$ cat src/rtl/irq_prio_pkg.sv
package irq_prio_pkg;
   localparam int PRIO_W = 4;
   localparam int GRP_W  = 2;
   localparam int WORD_W = 16;
   localparam int CTRL_W = 2 + PRIO_W + GRP_W;
   localparam int KEY_W  = PRIO_W + GRP_W;

   // Field order sets bit positions: pend=7, en=6, prio=5:2, grp=1:0
   typedef struct packed {
      logic              pend;
      logic              en;
      logic [PRIO_W-1:0] prio;
      logic [GRP_W-1:0]  grp;
   } irq_ctrl_t;
endpackage

$ cat src/rtl/irq_src_reg.sv
module irq_src_reg
   import irq_prio_pkg::*;
(
   input  logic      clk,
   input  logic      rst_n,
   input  logic      set_i,
   input  logic      wr_i,
   input  irq_ctrl_t wdata_i,
   input  logic      clr_i,
   output irq_ctrl_t ctrl_o
);
   irq_ctrl_t ctrl_q;
   irq_ctrl_t ctrl_nxt;

   // Precedence, lowest first: service clear, software write, hardware set
   always_comb begin
      ctrl_nxt = ctrl_q;
      if (clr_i) ctrl_nxt.pend = 1'b0;
      if (wr_i)  ctrl_nxt      = wdata_i;
      if (set_i) ctrl_nxt.pend = 1'b1;
   end

   always_ff @(posedge clk or negedge rst_n) begin
      if (!rst_n) ctrl_q <= '0;
      else        ctrl_q <= ctrl_nxt;
   end

   assign ctrl_o = ctrl_q;
endmodule

$ cat src/rtl/irq_arbiter.sv
module irq_arbiter
   import irq_prio_pkg::*;
#(
   parameter int NSRC = 8,
   parameter int IDXW = 3
)(
   input  logic [NSRC-1:0]             cand_i,
   input  logic [NSRC-1:0][PRIO_W-1:0] prio_i,
   input  logic [NSRC-1:0][GRP_W-1:0]  grp_i,
   output logic                        found_o,
   output logic [IDXW-1:0]             idx_o,
   output logic [PRIO_W-1:0]           prio_o
);
   logic [KEY_W-1:0] best_key;
   logic [KEY_W-1:0] cur_key;

   // Ascending scan with strict compare: a full tie keeps the lower index
   always_comb begin
      found_o  = 1'b0;
      idx_o    = '0;
      best_key = '0;
      cur_key  = '0;
      for (int i = 0; i < NSRC; i++) begin
         cur_key = {prio_i[i], grp_i[i]};
         if (cand_i[i] && (!found_o || (cur_key > best_key))) begin
            found_o  = 1'b1;
            idx_o    = IDXW'(i);
            best_key = cur_key;
         end
      end
      prio_o = best_key[KEY_W-1:GRP_W];
   end
endmodule

$ cat src/rtl/irq_prio_ctrl.sv
module irq_prio_ctrl
   import irq_prio_pkg::*;
#(
   parameter  int NSRC = 8,
   localparam int IDXW = (NSRC < 2) ? 1 : $clog2(NSRC)
)(
   input  logic              clk,
   input  logic              rst_n,
   input  logic [NSRC-1:0]   hw_req,
   input  logic              reg_we,
   input  logic [IDXW-1:0]   reg_addr,
   input  logic [WORD_W-1:0] reg_wdata,
   output logic [WORD_W-1:0] reg_rdata,
   input  logic [PRIO_W-1:0] cpu_level,
   input  logic              ack_valid,
   input  logic [IDXW-1:0]   ack_src,
   input  logic              ack_pec,
   input  logic              ack_cnt_zero,
   output logic              irq_valid,
   output logic [IDXW-1:0]   irq_src,
   output logic [PRIO_W-1:0] irq_level
);
   generate
      if (NSRC < 2 || NSRC > 256) begin : g_bad_nsrc
         $error("irq_prio_ctrl: NSRC must lie in 2..256");
      end
   endgenerate

   irq_ctrl_t                   ctrl [NSRC];
   logic [NSRC-1:0]             src_en;
   logic [NSRC-1:0]             src_pend;
   logic [NSRC-1:0][PRIO_W-1:0] src_prio;
   logic [NSRC-1:0][GRP_W-1:0]  src_grp;
   logic                        clr_ok;

   // Event-controller transfer that exhausted its count keeps the flag
   assign clr_ok = ack_valid && !(ack_pec && ack_cnt_zero);

   generate
      for (genvar g = 0; g < NSRC; g++) begin : g_src
         logic wr_hit;
         logic clr_hit;
         assign wr_hit  = reg_we && (reg_addr == IDXW'(g));
         assign clr_hit = clr_ok && (ack_src == IDXW'(g));

         irq_src_reg u_reg (
            .clk     (clk),
            .rst_n   (rst_n),
            .set_i   (hw_req[g]),
            .wr_i    (wr_hit),
            .wdata_i (irq_ctrl_t'(reg_wdata[CTRL_W-1:0])),
            .clr_i   (clr_hit),
            .ctrl_o  (ctrl[g])
         );

         assign src_en[g]   = ctrl[g].en;
         assign src_pend[g] = ctrl[g].pend;
         assign src_prio[g] = ctrl[g].prio;
         assign src_grp[g]  = ctrl[g].grp;
      end
   endgenerate

   // Read mux; unmatched addresses fall through to zero
   always_comb begin
      reg_rdata = '0;
      for (int i = 0; i < NSRC; i++) begin
         if (reg_addr == IDXW'(i))
            reg_rdata = {{(WORD_W-CTRL_W){1'b0}}, ctrl[i]};
      end
   end

   logic              win_found;
   logic [IDXW-1:0]   win_idx;
   logic [PRIO_W-1:0] win_prio;

   irq_arbiter #(
      .NSRC (NSRC),
      .IDXW (IDXW)
   ) u_arb (
      .cand_i  (src_en & src_pend),
      .prio_i  (src_prio),
      .grp_i   (src_grp),
      .found_o (win_found),
      .idx_o   (win_idx),
      .prio_o  (win_prio)
   );

   always_ff @(posedge clk or negedge rst_n) begin
      if (!rst_n) begin
         irq_valid <= 1'b0;
         irq_src   <= '0;
         irq_level <= '0;
      end else begin
         irq_valid <= win_found && (win_prio > cpu_level);
         irq_src   <= win_idx;
         irq_level <= win_prio;
      end
   end
endmodule

$ cat config.mk
export PLATFORM = sky130hd
export DESIGN_NAME = irq_prio_ctrl
export DESIGN_NICKNAME = d
export VERILOG_FILES = /design/src/rtl/irq_prio_pkg.sv /design/src/rtl/irq_src_reg.sv /design/src/rtl/irq_arbiter.sv /design/src/rtl/irq_prio_ctrl.sv
export SDC_FILE = /design/constraint.sdc
export NUM_CORES = 1
export LEC_CHECK = 0
export ABC_AREA = 1
export BUFFER_PORTS_ARGS = -buffer_cell sky130_fd_sc_hd__clkbuf_2
export CAP_MARGIN = 20
export CORE_ASPECT_RATIO = 2
export CORE_MARGIN = 2
export CORE_UTILIZATION = 60
export CTS_BUF_LIST = sky130_fd_sc_hd__clkbuf_4
export CTS_CLUSTER_DIAMETER = 80
export DETAILED_ROUTE_END_ITERATION = 7
export PLACE_DENSITY = 0.81
export SETUP_SLACK_MARGIN = 0.02
export SYNTH_ARGS = -nofsm -noshare
export SYNTH_HDL_FRONTEND = slang
export SYNTH_HIERARCHICAL = 1
export SYNTH_SLANG_ARGS = --single-unit
$ cat constraint.sdc
create_clock -name clk -period 10.6 [get_ports clk]
set_clock_uncertainty 0.05 [all_clocks]
set_input_delay 2.12 -clock clk [delete_from_list [all_inputs] [get_ports clk]]
set_output_delay 2.12 -clock clk [all_outputs]
set_load 0.01 [all_outputs]
==> results by group <==
Layout
  • P&R area growth vs syn: 14.5%
  • Flip-flop count of the largest register, all copies and words added: 64
  • End-of-flow core utilization: 69.9%
  • Share of cells above drive strength 1: 21.5%
  • Number of nets in the layout: 937
  • Most common cell after layout, fill and taps aside: nand2_1
  • Area of all placed cells without fillers: 6210 µm²
  • Top library cells by usage in the layout, fill and taps aside: 296 x nand2_1, 72 x dfrtp_1, 69 x inv_1

Clock network
  • Count of clock tree sinks: 72
  • Num CTS Buffers: 9
  • Insertion delay to the later sink of the worst-skew pair: 0.45 ns
  • Clock tree root driver cell: clkbuf_4
  • TritonCTS clock tree: done
  • Hold Buf Count CTS: 0
  • Worst-path clk slew: 0.13 ns
  • Buffers from clock root to sink, at most: 2
  • Number of H-tree branching levels: 3

Die
  • Die Y-Extent: 139 µm
  • Floorplan row count: 49
  • Core area: 8890 µm²
  • Top-Level Pins: 64
  • Total Die Area: 9870 µm²
  • Die outline width: 71.3 µm
  • Starting density of the core: 61.1%

Routing
  • DRC Markers: 0
  • Via/cell ratio: 5.73
  • Routed wire length: 16600 µm
  • Count of TritonRoute iterations in the first routing pass: 6
  • Number of violations reported at the end of detailed-routing iteration 0: 482
  • Post-DR wirelength/cell: 17.3 µm
  • Total number of vias: 5494
  • Antenna-violating nets left: 0

Global routing
  • Number of global-route vias before repair: 5215
  • Global-route met2 utilization: 59.4%
  • Initial antenna violation count: 1
  • Aggregate global routing overflow: 0
  • Met1 usage: 33.3%
  • Wire length of the first global-routing pass: 25300 µm
  • Busiest layer in global routing: met2
  • Total track usage: 33.2%
  • Met3 Track Usage GR: 5.76%
  • Maximum number of pins on one net before global-route repair: 73

Power
  • Leakage Power: 3.45 nW
  • Power density over the cells: 228 nW/µm²
  • IR drop worst, VDD: 0.116 mV
  • Overall Power: 1.42 mW

Setup path
  • Crit path max fanout: 8
  • Category of the most critical setup path: reg -> reg
  • CP dominant cell by count: nand2_1
  • Worst-path cell with the longest stage delay: dfrtp_1
  • Critical Path Sink Type: flop
  • Critical path data arrival time: 10.31 ns
  • Largest incremental delay on the critical path: 0.43 ns
  • Setup crit start kind: flop
  • Required time of the critical path: 10.90 ns

Synth
  • Sequential fraction of the synthesis area: 33.2%
  • Fraction of the mapped netlist area in simple logic gates: 40.6%
  • Multiplexer fraction of the synthesized cell area: 0%
  • Post-synthesis instance area: 5430 µm²
  • Number of distinct library cell variants in the gate-level netlist after synthesis: 34
  • Yosys reg bits: 72
  • Post-Syn Instances: 780
  • XOR/XNOR Fraction of Synth Area: 0%
  • Synth Area per Inst: 6.96 µm²
  • Main combinational cell family by area after synthesis: simple AND/OR/NAND/NOR gates
  • Synthesis warning total: 6
  • Compound-cell area share of the yosys netlist: 5.09%
  • Share of synthesized cell area in full adder, half adder and majority cells: 10.6%

STA
  • Setup violators final: 0
  • Max-slew headroom at the worst pin: 28.6%
  • Worst slew pin tran: 1.06 ns
  • Highest Clock Rate: 0.0999 GHz
  • Post-layout minimum cycle time: 10.01 ns
  • Post-route clock period utilization: 94.4%
  • Final hold vios: 0
  • Number of slew-limit violations in the final report: 0

Run
  • Max-cap violations: 0

Place
  • Routability-driven placement congestion ratio: 0.980
  • Post-detail-place hpwl: 12500 µm
  • Cell area after placement: 5740 µm²
  • Count of port buffers added during placement: 47

Outcome
  • Result of the run: complete, no violations

Min path
  • Path category of the worst min-delay check: reg -> reg
## critical path, delay by kind of cell (launching register included)
kind / cells / cell delay (ns)
adders and majority gates: 8 / 2.25
and+or+nand+nor: 47 / 4.62
DFF: 1 / 0.43
AOI/OAI and AO/OA: 14 / 1.51
buffers and inverters: 10 / 0.99
## kinds of logic (layout without fill, tap and decap cells)
family / count (synthesis) / in the layout
AND/OR/NAND/NOR: 493 / 495
buffers and inverters: 118 / 185
flip-flops: 72 / 72
AO/OA/AOI/OAI: 50 / 50
adder cells (fa/ha/maj): 46 / 46
other: 1 / 9
## metrics by stage
step / std cells / TNS, ns / setup WS (ns) / hold WS [ns]
3_5_place_dp: 927 / -0.178 / -0.178 / 0.431
3_3_place_gp: 927 / 0 / 0.0594 / 0.428
5_1_grt: 959 / -0.105 / -0.105 / 0.499
4_1_cts: 943 / 0 / 0.0246 / 0.461
2_1_floorplan: 787 / 0 / 1.43 / 0.413
6_report: 959 / 0 / 0.589 / 0.459
## what timing repair did
| action | CTS | global route |
|---|---|---|
| gates cloned | 0 | 2 |
| setup endpoints to repair | 1 | 8 |
| resized for setup | 3 | 62 |
| pin swaps | 0 | 17 |
| setup buffers | 0 | 13 |
## cells in the mapped netlist (all sizes together)
| library cell | instances | share of area, % |
|---|---|---|
| clkbuf | 6 | 0.41 |
| buf | 23 | 3.8 |
| nor2 | 35 | 2.6 |
| inv | 88 | 6.1 |
| nand4 | 41 | 4.7 |
| o21bai | 3 | 0.41 |
| o21ai | 18 | 1.8 |
| nor4 | 7 | 0.81 |
| a21boi | 1 | 0.14 |
| a21oi | 24 | 2.2 |
| ha | 46 | 11 |
| nand3 | 60 | 6.5 |
| o22ai | 1 | 0.12 |
| clkinv | 1 | 0.092 |
| nand2 | 321 | 23 |
| conb | 1 | 0.069 |
| and2 | 13 | 1.5 |
| or2 | 12 | 1.5 |
| dfrtp | 72 | 33 |
| nor3 | 3 | 0.28 |
| or4 | 1 | 0.14 |
| o211ai | 3 | 0.41 |
## final timing paths
kind	slack, ns	startpoint	cells after the start	endpoint
min reg2reg	0.46	g_src[2].u_reg/ctrl_o[6]	2	g_src[2].u_reg/ctrl_o[6]
min	0.46	g_src[2].u_reg/ctrl_o[6]	2	g_src[2].u_reg/ctrl_o[6]
max in group asynchronous	8.07	rst_n	2	g_src[2].u_reg/ctrl_o[3]
max reg2reg	0.59	g_src[0].u_reg/ctrl_o[7]	79	irq_valid
min in group asynchronous	1.81	rst_n	2	irq_valid
max	0.59	g_src[0].u_reg/ctrl_o[7]	79	irq_valid
## final cells by class
class / count / area (µm²)
diodes: 1 / 2.50
flip-flops and latches: 72 / 1800
multi-input cells: 599 / 3310
repair buffers: 80 / 490
clock buffers: 9 / 67.6
well taps: 102 / 128
fillers: 767 / 2680
clock inverters: 7 / 70.1
inverters: 89 / 347
## routing by layer
layer  share of wire [%]  vias to the layer above
met1                  33                     2534
met5                   0                        -
met3                 4.4                       94
li1                    -                     2642
met4                 8.6                        0
met2                  54                      224
## power by group
group	internal [mW]	switching [mW]	leakage (nW)
Clock	0.0719	0.110	0.0777
Sequential	0.332	0.0654	0.877
Combinational	0.338	0.500	2.50
Power figures use the tool's default switching activity.
